<file path="src/rtl/sbi_pkg.sv">
// Shared types for the warp scoreboard issue block.
// Assumes: nothing beyond standard SystemVerilog.
package sbi_pkg;
    // Origin of the record loaded into the writeback register.
    typedef enum logic [1:0] {
        WB_IDLE     = 2'd0,
        WB_FROM_EXE = 2'd1,
        WB_FROM_MEM = 2'd2
    } wb_src_e;
endpackage

</file>
<file path="src/rtl/sbi_ready_table.sv">
// Per-warp register ready bits with a same-cycle writeback bypass.
// What it does: answers whether both sources of the queried warp are ready,
// sets bits from the writeback record and clears them on dispatch.
// Assumes: NUM_WARPS and NUM_REGS are powers of two; clear wins over set.
module sbi_ready_table #(
    parameter int NUM_WARPS = 32,
    parameter int NUM_REGS  = 32,
    parameter int WID_W     = 5,
    parameter int REG_W     = 5
) (
    input  logic             clk,
    input  logic             rst_n,
    input  logic [WID_W-1:0] q_wid,
    input  logic [REG_W-1:0] q_rs1,
    input  logic [REG_W-1:0] q_rs2,
    output logic             q_ok,
    input  logic             set_en,
    input  logic [WID_W-1:0] set_wid,
    input  logic [REG_W-1:0] set_reg,
    input  logic             clr_en,
    input  logic [WID_W-1:0] clr_wid,
    input  logic [REG_W-1:0] clr_reg
);
    logic [NUM_REGS-1:0] ready_q [NUM_WARPS];
    logic ok1, ok2;

    // Source check: register 0 exempt, table bit or writeback bypass.
    always_comb begin
        ok1 = (q_rs1 == '0) || ready_q[q_wid][q_rs1] ||
              (set_en && set_wid == q_wid && set_reg == q_rs1);
        ok2 = (q_rs2 == '0) || ready_q[q_wid][q_rs2] ||
              (set_en && set_wid == q_wid && set_reg == q_rs2);
        q_ok = ok1 && ok2;
    end

    for (genvar gw = 0; gw < NUM_WARPS; gw++) begin : g_row
        // Row update for one warp: reset to ready, clear on dispatch, set on writeback.
        always_ff @(posedge clk) begin
            if (!rst_n) begin
                ready_q[gw] <= '1;
            end else begin
                for (int r = 0; r < NUM_REGS; r++) begin
                    if (clr_en && clr_wid == WID_W'(gw) && clr_reg == REG_W'(r))
                        ready_q[gw][r] <= 1'b0;
                    else if (set_en && set_wid == WID_W'(gw) && set_reg == REG_W'(r))
                        ready_q[gw][r] <= 1'b1;
                end
            end
        end
    end


    clear_takes_chk: assert property (@(posedge clk) disable iff (!rst_n)
        clr_en |=> !ready_q[$past(clr_wid)][$past(clr_reg)]);


    set_takes_chk: assert property (@(posedge clk) disable iff (!rst_n)
        (set_en && !(clr_en && clr_wid == set_wid && clr_reg == set_reg))
        |=> ready_q[$past(set_wid)][$past(set_reg)]);
endmodule

</file>
<file path="src/rtl/sbi_issue_slot.sv">
// Single issue slot with the dispatch decision.
// What it does: holds one instruction, routes it to the execute or the
// load/store path when its sources are ready, and reloads on the same edge.
// Assumes: the upstream stage holds its offer while issue_stall is high.
module sbi_issue_slot #(
    parameter int WID_W = 5,
    parameter int REG_W = 5,
    parameter int LAT_W = 8
) (
    input  logic             clk,
    input  logic             rst_n,
    input  logic             in_valid,
    input  logic [WID_W-1:0] in_wid,
    input  logic [REG_W-1:0] in_rs1,
    input  logic [REG_W-1:0] in_rs2,
    input  logic             in_rd_en,
    input  logic [REG_W-1:0] in_rd,
    input  logic             in_is_mem,
    input  logic             in_release,
    input  logic [LAT_W-1:0] in_mem_lat,
    input  logic             src_ok,
    input  logic             lsu_busy,
    output logic [WID_W-1:0] s_wid,
    output logic [REG_W-1:0] s_rs1,
    output logic [REG_W-1:0] s_rs2,
    output logic             s_rd_en,
    output logic [REG_W-1:0] s_rd,
    output logic             s_release,
    output logic [LAT_W-1:0] s_lat,
    output logic             disp_exe,
    output logic             disp_mem,
    output logic             stall
);
    logic s_valid, s_is_mem, load;

    // Dispatch decision and stall back to decode.
    always_comb begin
        disp_exe = s_valid && !s_is_mem && src_ok;
        disp_mem = s_valid && s_is_mem && src_ok && !lsu_busy;
        stall    = s_valid && !(disp_exe || disp_mem);
        load     = in_valid && !stall;
    end

    // Slot register: load when free or dispatching, otherwise hold.
    always_ff @(posedge clk) begin
        if (!rst_n) begin
            s_valid   <= 1'b0;
            s_wid     <= '0;
            s_rs1     <= '0;
            s_rs2     <= '0;
            s_rd_en   <= 1'b0;
            s_rd      <= '0;
            s_is_mem  <= 1'b0;
            s_release <= 1'b0;
            s_lat     <= '0;
        end else if (load) begin
            s_valid   <= 1'b1;
            s_wid     <= in_wid;
            s_rs1     <= in_rs1;
            s_rs2     <= in_rs2;
            s_rd_en   <= in_rd_en;
            s_rd      <= in_rd;
            s_is_mem  <= in_is_mem;
            s_release <= in_release;
            s_lat     <= in_mem_lat;
        end else if (disp_exe || disp_mem) begin
            s_valid   <= 1'b0;
        end
    end


    slot_hold_chk: assert property (@(posedge clk) disable iff (!rst_n)
        stall |=> s_valid && $stable(s_wid) && $stable(s_rd) && $stable(s_rs1) && $stable(s_is_mem));
endmodule

</file>
<file path="src/rtl/sbi_lsu_track.sv">
// Load/store occupancy tracker.
// What it does: holds the one in-flight memory instruction, counts its
// latency down and reports when it is busy or has a result to write.
// Assumes: a dispatch arrives only when busy is low.
module sbi_lsu_track #(
    parameter int WID_W = 5,
    parameter int REG_W = 5,
    parameter int LAT_W = 8
) (
    input  logic             clk,
    input  logic             rst_n,
    input  logic             disp,
    input  logic [WID_W-1:0] d_wid,
    input  logic             d_rd_en,
    input  logic [REG_W-1:0] d_rd,
    input  logic             d_release,
    input  logic [LAT_W-1:0] d_lat,
    input  logic             granted,
    output logic             done,
    output logic             busy,
    output logic [WID_W-1:0] m_wid,
    output logic [REG_W-1:0] m_rd,
    output logic             m_release
);
    logic             m_valid, m_rd_en;
    logic [LAT_W-1:0] cnt_q;

    // Result ready for writeback, and busy when counting or blocked at the port.
    always_comb begin
        done = m_valid && (cnt_q == '0) && m_rd_en && (m_rd != '0);
        busy = m_valid && ((cnt_q != '0) || (done && !granted));
    end

    // Entry register: load on dispatch, count down, retire when written or nothing to write.
    always_ff @(posedge clk) begin
        if (!rst_n) begin
            m_valid   <= 1'b0;
            m_rd_en   <= 1'b0;
            m_wid     <= '0;
            m_rd      <= '0;
            m_release <= 1'b0;
            cnt_q     <= '0;
        end else if (disp) begin
            m_valid   <= 1'b1;
            m_rd_en   <= d_rd_en;
            m_wid     <= d_wid;
            m_rd      <= d_rd;
            m_release <= d_release;
            cnt_q     <= d_lat;
        end else if (m_valid) begin
            if (cnt_q != '0)
                cnt_q <= cnt_q - 1'b1;
            else if (!done || granted)
                m_valid <= 1'b0;
        end
    end


    lat_countdown_chk: assert property (@(posedge clk) disable iff (!rst_n)
        (m_valid && cnt_q != '0 && !disp) |=> cnt_q == LAT_W'($past(cnt_q) - 1'b1));


    blocked_keeps_chk: assert property (@(posedge clk) disable iff (!rst_n)
        (done && !granted) |=> m_valid && $stable(m_rd) && $stable(m_wid));
endmodule

</file>
<file path="src/rtl/sbi_wb_arbiter.sv">
// Execute stage register and writeback port arbiter.
// What it does: captures execute dispatches for one cycle, then gives the
// port to the execute result first and to a finished load otherwise.
// Assumes: the execute path never back-pressures.
module sbi_wb_arbiter
    import sbi_pkg::*;
#(
    parameter int WID_W = 5,
    parameter int REG_W = 5
) (
    input  logic             clk,
    input  logic             rst_n,
    input  logic             disp_exe,
    input  logic [WID_W-1:0] d_wid,
    input  logic             d_rd_en,
    input  logic [REG_W-1:0] d_rd,
    input  logic             d_release,
    input  logic             mem_done,
    input  logic [WID_W-1:0] mem_wid,
    input  logic [REG_W-1:0] mem_rd,
    input  logic             mem_release,
    output logic             mem_grant,
    output logic             wb_valid,
    output logic [WID_W-1:0] wb_wid,
    output logic             wb_rd_en,
    output logic [REG_W-1:0] wb_rd,
    output logic             wb_release,
    output logic             wb_from_mem
);
    logic             x_valid, x_rd_en, x_release, exe_claim;
    logic [WID_W-1:0] x_wid;
    logic [REG_W-1:0] x_rd;
    wb_src_e          pick;

    // Fixed-priority selection: execute result first.
    always_comb begin
        exe_claim = x_valid && (x_release || (x_rd_en && x_rd != '0));
        mem_grant = mem_done && !exe_claim;
        if (exe_claim)      pick = WB_FROM_EXE;
        else if (mem_grant) pick = WB_FROM_MEM;
        else                pick = WB_IDLE;
    end

    // Execute stage register: one cycle between dispatch and writeback.
    always_ff @(posedge clk) begin
        if (!rst_n) begin
            x_valid   <= 1'b0;
            x_wid     <= '0;
            x_rd_en   <= 1'b0;
            x_rd      <= '0;
            x_release <= 1'b0;
        end else begin
            x_valid   <= disp_exe;
            x_wid     <= d_wid;
            x_rd_en   <= d_rd_en;
            x_rd      <= d_rd;
            x_release <= d_release;
        end
    end

    // Writeback record register loaded from the winner.
    always_ff @(posedge clk) begin
        if (!rst_n) begin
            wb_valid    <= 1'b0;
            wb_wid      <= '0;
            wb_rd_en    <= 1'b0;
            wb_rd       <= '0;
            wb_release  <= 1'b0;
            wb_from_mem <= 1'b0;
        end else begin
            unique case (pick)
                WB_FROM_EXE: begin
                    wb_valid    <= 1'b1;
                    wb_wid      <= x_wid;
                    wb_rd_en    <= x_rd_en && (x_rd != '0);
                    wb_rd       <= x_rd;
                    wb_release  <= x_release;
                    wb_from_mem <= 1'b0;
                end
                WB_FROM_MEM: begin
                    wb_valid    <= 1'b1;
                    wb_wid      <= mem_wid;
                    wb_rd_en    <= 1'b1;
                    wb_rd       <= mem_rd;
                    wb_release  <= mem_release;
                    wb_from_mem <= 1'b1;
                end
                default: begin
                    wb_valid    <= 1'b0;
                    wb_rd_en    <= 1'b0;
                    wb_release  <= 1'b0;
                    wb_from_mem <= 1'b0;
                end
            endcase
        end
    end


    exe_first_chk: assert property (@(posedge clk) disable iff (!rst_n)
        (mem_done && x_valid && x_rd_en && x_rd != '0) |=> wb_valid && !wb_from_mem);


    no_claim_idle_chk: assert property (@(posedge clk) disable iff (!rst_n)
        (!x_valid && !mem_done) |=> !wb_valid);
endmodule

</file>
<file path="src/rtl/warp_issue_sb.sv">
// Top of the warp scoreboard issue block.
// What it does: ties the ready table, the issue slot, the load/store tracker
// and the writeback arbiter; all paths settle downstream-first in one cycle.
// Assumes: NUM_WARPS and NUM_REGS are powers of two of at least 2.
module warp_issue_sb #(
    parameter int NUM_WARPS = 32,
    parameter int NUM_REGS  = 32,
    parameter int LAT_W     = 8,
    localparam int WID_W    = $clog2(NUM_WARPS),
    localparam int REG_W    = $clog2(NUM_REGS)
) (
    input  logic             clk,
    input  logic             rst_n,
    input  logic             in_valid,
    input  logic [WID_W-1:0] in_wid,
    input  logic [REG_W-1:0] in_rs1,
    input  logic [REG_W-1:0] in_rs2,
    input  logic             in_rd_en,
    input  logic [REG_W-1:0] in_rd,
    input  logic             in_is_mem,
    input  logic             in_release,
    input  logic [LAT_W-1:0] in_mem_lat,
    output logic             issue_stall,
    output logic             exe_disp_valid,
    output logic             mem_disp_valid,
    output logic             wb_valid,
    output logic [WID_W-1:0] wb_wid,
    output logic             wb_rd_en,
    output logic [REG_W-1:0] wb_rd,
    output logic             wb_release,
    output logic             wb_from_mem
);
    logic [WID_W-1:0] s_wid, m_wid;
    logic [REG_W-1:0] s_rs1, s_rs2, s_rd, m_rd;
    logic [LAT_W-1:0] s_lat;
    logic             s_rd_en, s_release, m_release;
    logic             src_ok, lsu_busy, lsu_done, mem_grant, set_en, clr_en;

    // Ready-table update controls.
    always_comb begin
        set_en = wb_valid && wb_rd_en && (wb_rd != '0);
        clr_en = (exe_disp_valid || mem_disp_valid) && s_rd_en;
    end

    sbi_ready_table #(.NUM_WARPS(NUM_WARPS), .NUM_REGS(NUM_REGS), .WID_W(WID_W), .REG_W(REG_W)) u_table (
        .clk(clk), .rst_n(rst_n),
        .q_wid(s_wid), .q_rs1(s_rs1), .q_rs2(s_rs2), .q_ok(src_ok),
        .set_en(set_en), .set_wid(wb_wid), .set_reg(wb_rd),
        .clr_en(clr_en), .clr_wid(s_wid), .clr_reg(s_rd)
    );

    sbi_issue_slot #(.WID_W(WID_W), .REG_W(REG_W), .LAT_W(LAT_W)) u_slot (
        .clk(clk), .rst_n(rst_n),
        .in_valid(in_valid), .in_wid(in_wid), .in_rs1(in_rs1), .in_rs2(in_rs2),
        .in_rd_en(in_rd_en), .in_rd(in_rd), .in_is_mem(in_is_mem),
        .in_release(in_release), .in_mem_lat(in_mem_lat),
        .src_ok(src_ok), .lsu_busy(lsu_busy),
        .s_wid(s_wid), .s_rs1(s_rs1), .s_rs2(s_rs2), .s_rd_en(s_rd_en), .s_rd(s_rd),
        .s_release(s_release), .s_lat(s_lat),
        .disp_exe(exe_disp_valid), .disp_mem(mem_disp_valid), .stall(issue_stall)
    );

    sbi_lsu_track #(.WID_W(WID_W), .REG_W(REG_W), .LAT_W(LAT_W)) u_lsu (
        .clk(clk), .rst_n(rst_n),
        .disp(mem_disp_valid), .d_wid(s_wid), .d_rd_en(s_rd_en), .d_rd(s_rd),
        .d_release(s_release), .d_lat(s_lat),
        .granted(mem_grant), .done(lsu_done), .busy(lsu_busy),
        .m_wid(m_wid), .m_rd(m_rd), .m_release(m_release)
    );

    sbi_wb_arbiter #(.WID_W(WID_W), .REG_W(REG_W)) u_wb (
        .clk(clk), .rst_n(rst_n),
        .disp_exe(exe_disp_valid), .d_wid(s_wid), .d_rd_en(s_rd_en), .d_rd(s_rd),
        .d_release(s_release),
        .mem_done(lsu_done), .mem_wid(m_wid), .mem_rd(m_rd), .mem_release(m_release),
        .mem_grant(mem_grant),
        .wb_valid(wb_valid), .wb_wid(wb_wid), .wb_rd_en(wb_rd_en), .wb_rd(wb_rd),
        .wb_release(wb_release), .wb_from_mem(wb_from_mem)
    );


    mem_waits_busy_chk: assert property (@(posedge clk) disable iff (!rst_n)
        (lsu_done && !mem_grant) |-> !mem_disp_valid);
endmodule

</file>
<file path="config.mk">
export PLATFORM = sky130hd
export DESIGN_NAME = warp_issue_sb
export DESIGN_NICKNAME = d
export VERILOG_FILES = /design/src/rtl/sbi_pkg.sv /design/src/rtl/sbi_ready_table.sv /design/src/rtl/sbi_issue_slot.sv /design/src/rtl/sbi_lsu_track.sv /design/src/rtl/sbi_wb_arbiter.sv /design/src/rtl/warp_issue_sb.sv
export SDC_FILE = /design/constraint.sdc
export NUM_CORES = 2
export LEC_CHECK = 0
export BUFFER_PORTS_ARGS = -buffer_cell sky130_fd_sc_hd__buf_2
export CAP_MARGIN = 25
export CORE_ASPECT_RATIO = 0.7
export CORE_UTILIZATION = 39
export DETAILED_ROUTE_END_ITERATION = 7
export GPL_ROUTABILITY_DRIVEN = 0
export PLACE_DENSITY = 0.52
export SLEW_MARGIN = 20
export SYNTH_ARGS = -nofsm -noshare
export SYNTH_HDL_FRONTEND = slang
export SYNTH_SLANG_ARGS = --single-unit
</file>
<file path="constraint.sdc">
create_clock -name clk -period 5.6 [get_ports clk]
set_clock_uncertainty 0.1 [all_clocks]
set_input_delay 0.28 -clock clk [delete_from_list [all_inputs] [get_ports clk]]
set_output_delay 0.28 -clock clk [all_outputs]
set_load 0.05 [all_outputs]
</file>
==> reports/results.tsv <==
stage	metric	value	unit
sta	max_slew headroom	20.8	%
logic_synthesis	Mapped Area	66700	um2
sta	Hold Vio Cnt, Final	0	
pwr	static leakage	19.8	nW
logic_synthesis	distinct cell type count after synthesis	64	
logic_synthesis	Seq/Total Area, Yosys	47.2	%
pwr	pwr dens	319	nW/um2
run	Max-Cap Viols	0	
floorplanning	die footprint	173000	um2
drt	Vias per Instance	7.17	
sta	fin. max-slew vios	0	
hold_path	WHS Endpoint	u_table.ready_q[7][20]$_DFFE_PP_	
placed_design	Detail Placement HPWL	173000	um
logic_synthesis	Yosys reg bits	1077	
critical_path	reg2reg path depth	16	
drt	DR WL/cell	37.2	um
pwr	combinational power share	29.1	%
logic_synthesis	Post-synth EDFFs	992	
status	status	complete, but fails checks	
sta	Fmax	0.178	GHz
floorplanning	die outline width	496	um
critical_path	crit path capture type	output port	
logic_synthesis	post-synthesis async set-or-reset flop share	0	%
logic_synthesis	Main synth FF type	edfxtp_1	
global_routing	initial antenna violation count	28	
logic_synthesis	Avg Cell Area, Syn	9.88	um2
drt	WL final	323000	um
drt	1st-iter DRT viols	11167	
placed_design	placement-stage worst setup slack	0.249	ns
layout	share of layout cells above drive strength 1	21.3	%
critical_path	Worst EP arrival	5.22	ns
clock_network	CTS max path bufs	3	
drt	number of remaining DRC errors	0	
drt	antenna-violating nets left	0	
global_routing	largest net degree at the start of global routing	130	
pwr	Sw Ratio	35.4	%
logic_synthesis	Syn Inst Count	6753	
layout	Final #Nets	6367	
logic_synthesis	syn nets	6789	
layout	design area	74400	um2
placed_design	post-placement cell count	8388	
global_routing	vias in the first global route	57881	
clock_network	clock slew at reported path FFs	0.06	ns
sta	crit share post-route	100	%
clock_network	Clock Latency Late Sink	0.80	ns
critical_path	Max FO, Critical Path	32	
layout	P&R area growth vs syn	11.5	%
sta	Worst Max-Slew Pin Slew	1.19	ns
floorplanning	height of the die	348	um
sta	Hold WS	0.0401	ns
logic_synthesis	YS warnings	0	
hold_path	Hold Crit Depth	3	
critical_path	Worst setup SP type	flip-flop	
layout	non-filler cells in the finished layout	8681	
pwr	overall power after layout	23.7	mW
clock_network	CTS Buf Count	115	
critical_path	Req. time, crit path	5.22	ns
sta	setup_tns	-0.00343	ns
critical_path	CP Class	flip-flop to output port	
placed_design	Port Buf Inserts	50	
layout	fillcell total	16066	
sta	final setup margin	-0.00343	ns
layout	Multi-input gate area	31200	um2
critical_path	RR Endpoint	u_slot.s_rs2[3]$_SDFFE_PN0N_	
drt	vias post-DR	62235	
hold_path	worst min path class	primary input to flip-flop	
layout	post-layout util	43.9	%
pwr	Clk pwr share	33.2	%
hold_path	hold_sp	rst_n	
pwr	net switching power figure	8.39	mW
drt	DR pass1 iterations	7	
floorplanning	Core ar.	169000	um2
sta	unrepaired setup endpoints after global routing	false	
pwr	part of the power in registers	37.7	%
layout	register area	31500	um2
clock_network	CTS tree	yes	
status	failing checks	setup timing	
global_routing	first-pass GRT wire length	449000	um
placed_design	Placed Area	69800	um2
floorplanning	I/O pins	51	
floorplanning	site row count	126	
pwr	Internal	15.3	mW
global_routing	GRT overflow	0	
sta	Final min period	5.60	ns
critical_path	R2R Setup Slk	0.30	ns
clock_network	Root Driver	clkbuf_16	
clock_network	CTS sink cnt	1077	
global_routing	Global Route Usage Sum	36.2	%
sta	# setup viols final	1	
pwr	worst-case vdd ir drop	0.239	mV
floorplanning	Initial Util	39.4	%
clock_network	H-tree level count	3	
-- kinds of logic (layout without fill, tap and decap cells) --
kind of cell | after synthesis | count (layout) | share of synthesized area (%)
fa+ha+maj | 2 | 2 | 0.0375
xor+xnor | 19 | 19 | 0.249
buf+inv | 1055 | 729 | 7.15
flops | 1077 | 1077 | 47.2
simple gates | 1771 | 1771 | 12.4
other cells | 0 | 14 | 0
compound gates | 2328 | 2328 | 24.1
mux | 501 | 501 | 8.89
-- power by group through the flow --
stage	Sequential (mW)	Clock, mW	Combinational [mW]
after detailed placement	9.09	0	6.53
after CTS	8.92	7.84	6.60
final	8.92	7.87	6.90
after global routing	8.92	8.13	7.16
after global placement	9.09	0	6.47
after floorplan	9.00	0	4.39
-- sequential cells by signal, summed over array words and instances (netlist names), 5 cells and up, named ones only --
signal,cells
u_lsu.cnt_q,8
u_lsu.m_rd,5
u_lsu.m_wid,5
u_slot.s_lat,8
u_slot.s_rd,5
u_slot.s_rs1,5
u_slot.s_rs2,5
u_slot.s_wid,5
u_table.ready_q,992
u_wb.wb_rd,5
u_wb.wb_wid,5
u_wb.x_rd,5
u_wb.x_wid,5
-- per-layer routing --
metal	wire length, um	part of all wire (%)	vias up	GRT usage [%]
met5	142	0.044	-	0
met4	18400	5.7	10	17.7
met3	45800	14	1002	11.2
met2	133000	41	5114	51.1
met1	126000	39	31049	49.7
li1	-	-	25060	-
-- critical path, cell delays in order, from the launching register on --
cell and delay (ns):
dfxtp_4 0.44, buf_4 0.47, nand2_1 0.39, o21ai_0 0.40, a211oi_1 0.09, a211o_1 0.44, mux4_2 0.51, a211o_1 0.35
or2_2 0.31, and4_4 0.22, buf_12 0.17, buf_12 0.18, nor2b_1 0.17, clkbuf_4 0.26
-- worst max path at each step --
stage               startpoint                                end  depth (start not counted)
global route         flip-flop                        issue_stall                         15
finish               flip-flop                        issue_stall                         13
floorplan            flip-flop                        issue_stall                         15
CTS                  flip-flop                        issue_stall                         15
global placement     flip-flop  u_table.ready_q[30][16]$_DFFE_PP_                         16
detailed placement   flip-flop   u_table.ready_q[8][16]$_DFFE_PP_                         16
-- what timing repair did --
item | CTS | global route
pin swaps | 0 | 1
resized for setup | 8 | 11
buffers inserted | 3 | 8
cloned | 2 | 4
hold buffers | 42 | 0
endpoints found under the setup margin | 3 | 3
hold endpoints to repair | 37 | 0
-- cell type report --
cell class                 count  area share (%)
antenna                       14          0.0471
clock buffer                 165            4.44
clock inverter                48           0.474
inverter                      25           0.126
multi-input combinational   4621            41.9
sequential                  1077            42.3
tap                         2240            3.77
timing repair buffer         491            6.91
-- cells in the mapped netlist (16+ instances only) --
cell type / n / share of area [%]
a211oi_1: 21 / 0.24
a21oi_1: 37 / 0.28
a22oi_1: 169 / 1.9
a31o_1: 460 / 6.0
a31o_2: 532 / 7.0
buf_1: 18 / 0.10
buf_2: 181 / 1.4
buf_4: 86 / 0.97
buf_6: 35 / 0.59
clkbuf_1: 710 / 4.0
dfxtp_1: 85 / 2.5
edfxtp_1: 992 / 45
inv_1: 24 / 0.13
mux2i_1: 417 / 6.3
mux4_2: 72 / 2.4
nand2_1: 231 / 1.3
nand3_1: 1060 / 7.9
nor2_1: 355 / 2.0
nor2b_1: 16 / 0.15
nor3_1: 31 / 0.23
o21ai_0: 1046 / 7.8
-- cell usage in the layout, fill, tap and decap left out, drive strengths merged, types with 28 or more instances in the layout --
master / Yosys / routed
nand3: 1060 / 1060
o21ai: 1049 / 1049
edfxtp: 992 / 992
a31o: 992 / 992
buf: 320 / 442
mux2i: 417 / 417
nor2: 355 / 355
nand2: 231 / 231
clkbuf: 710 / 170
a22oi: 169 / 169
dfxtp: 85 / 85
mux4: 72 / 72
dlygate4sd3: 0 / 42
clkinv: 0 / 39
a21oi: 37 / 37
nor3: 31 / 31
inv: 25 / 28
(Power assumes the default switching activity.)
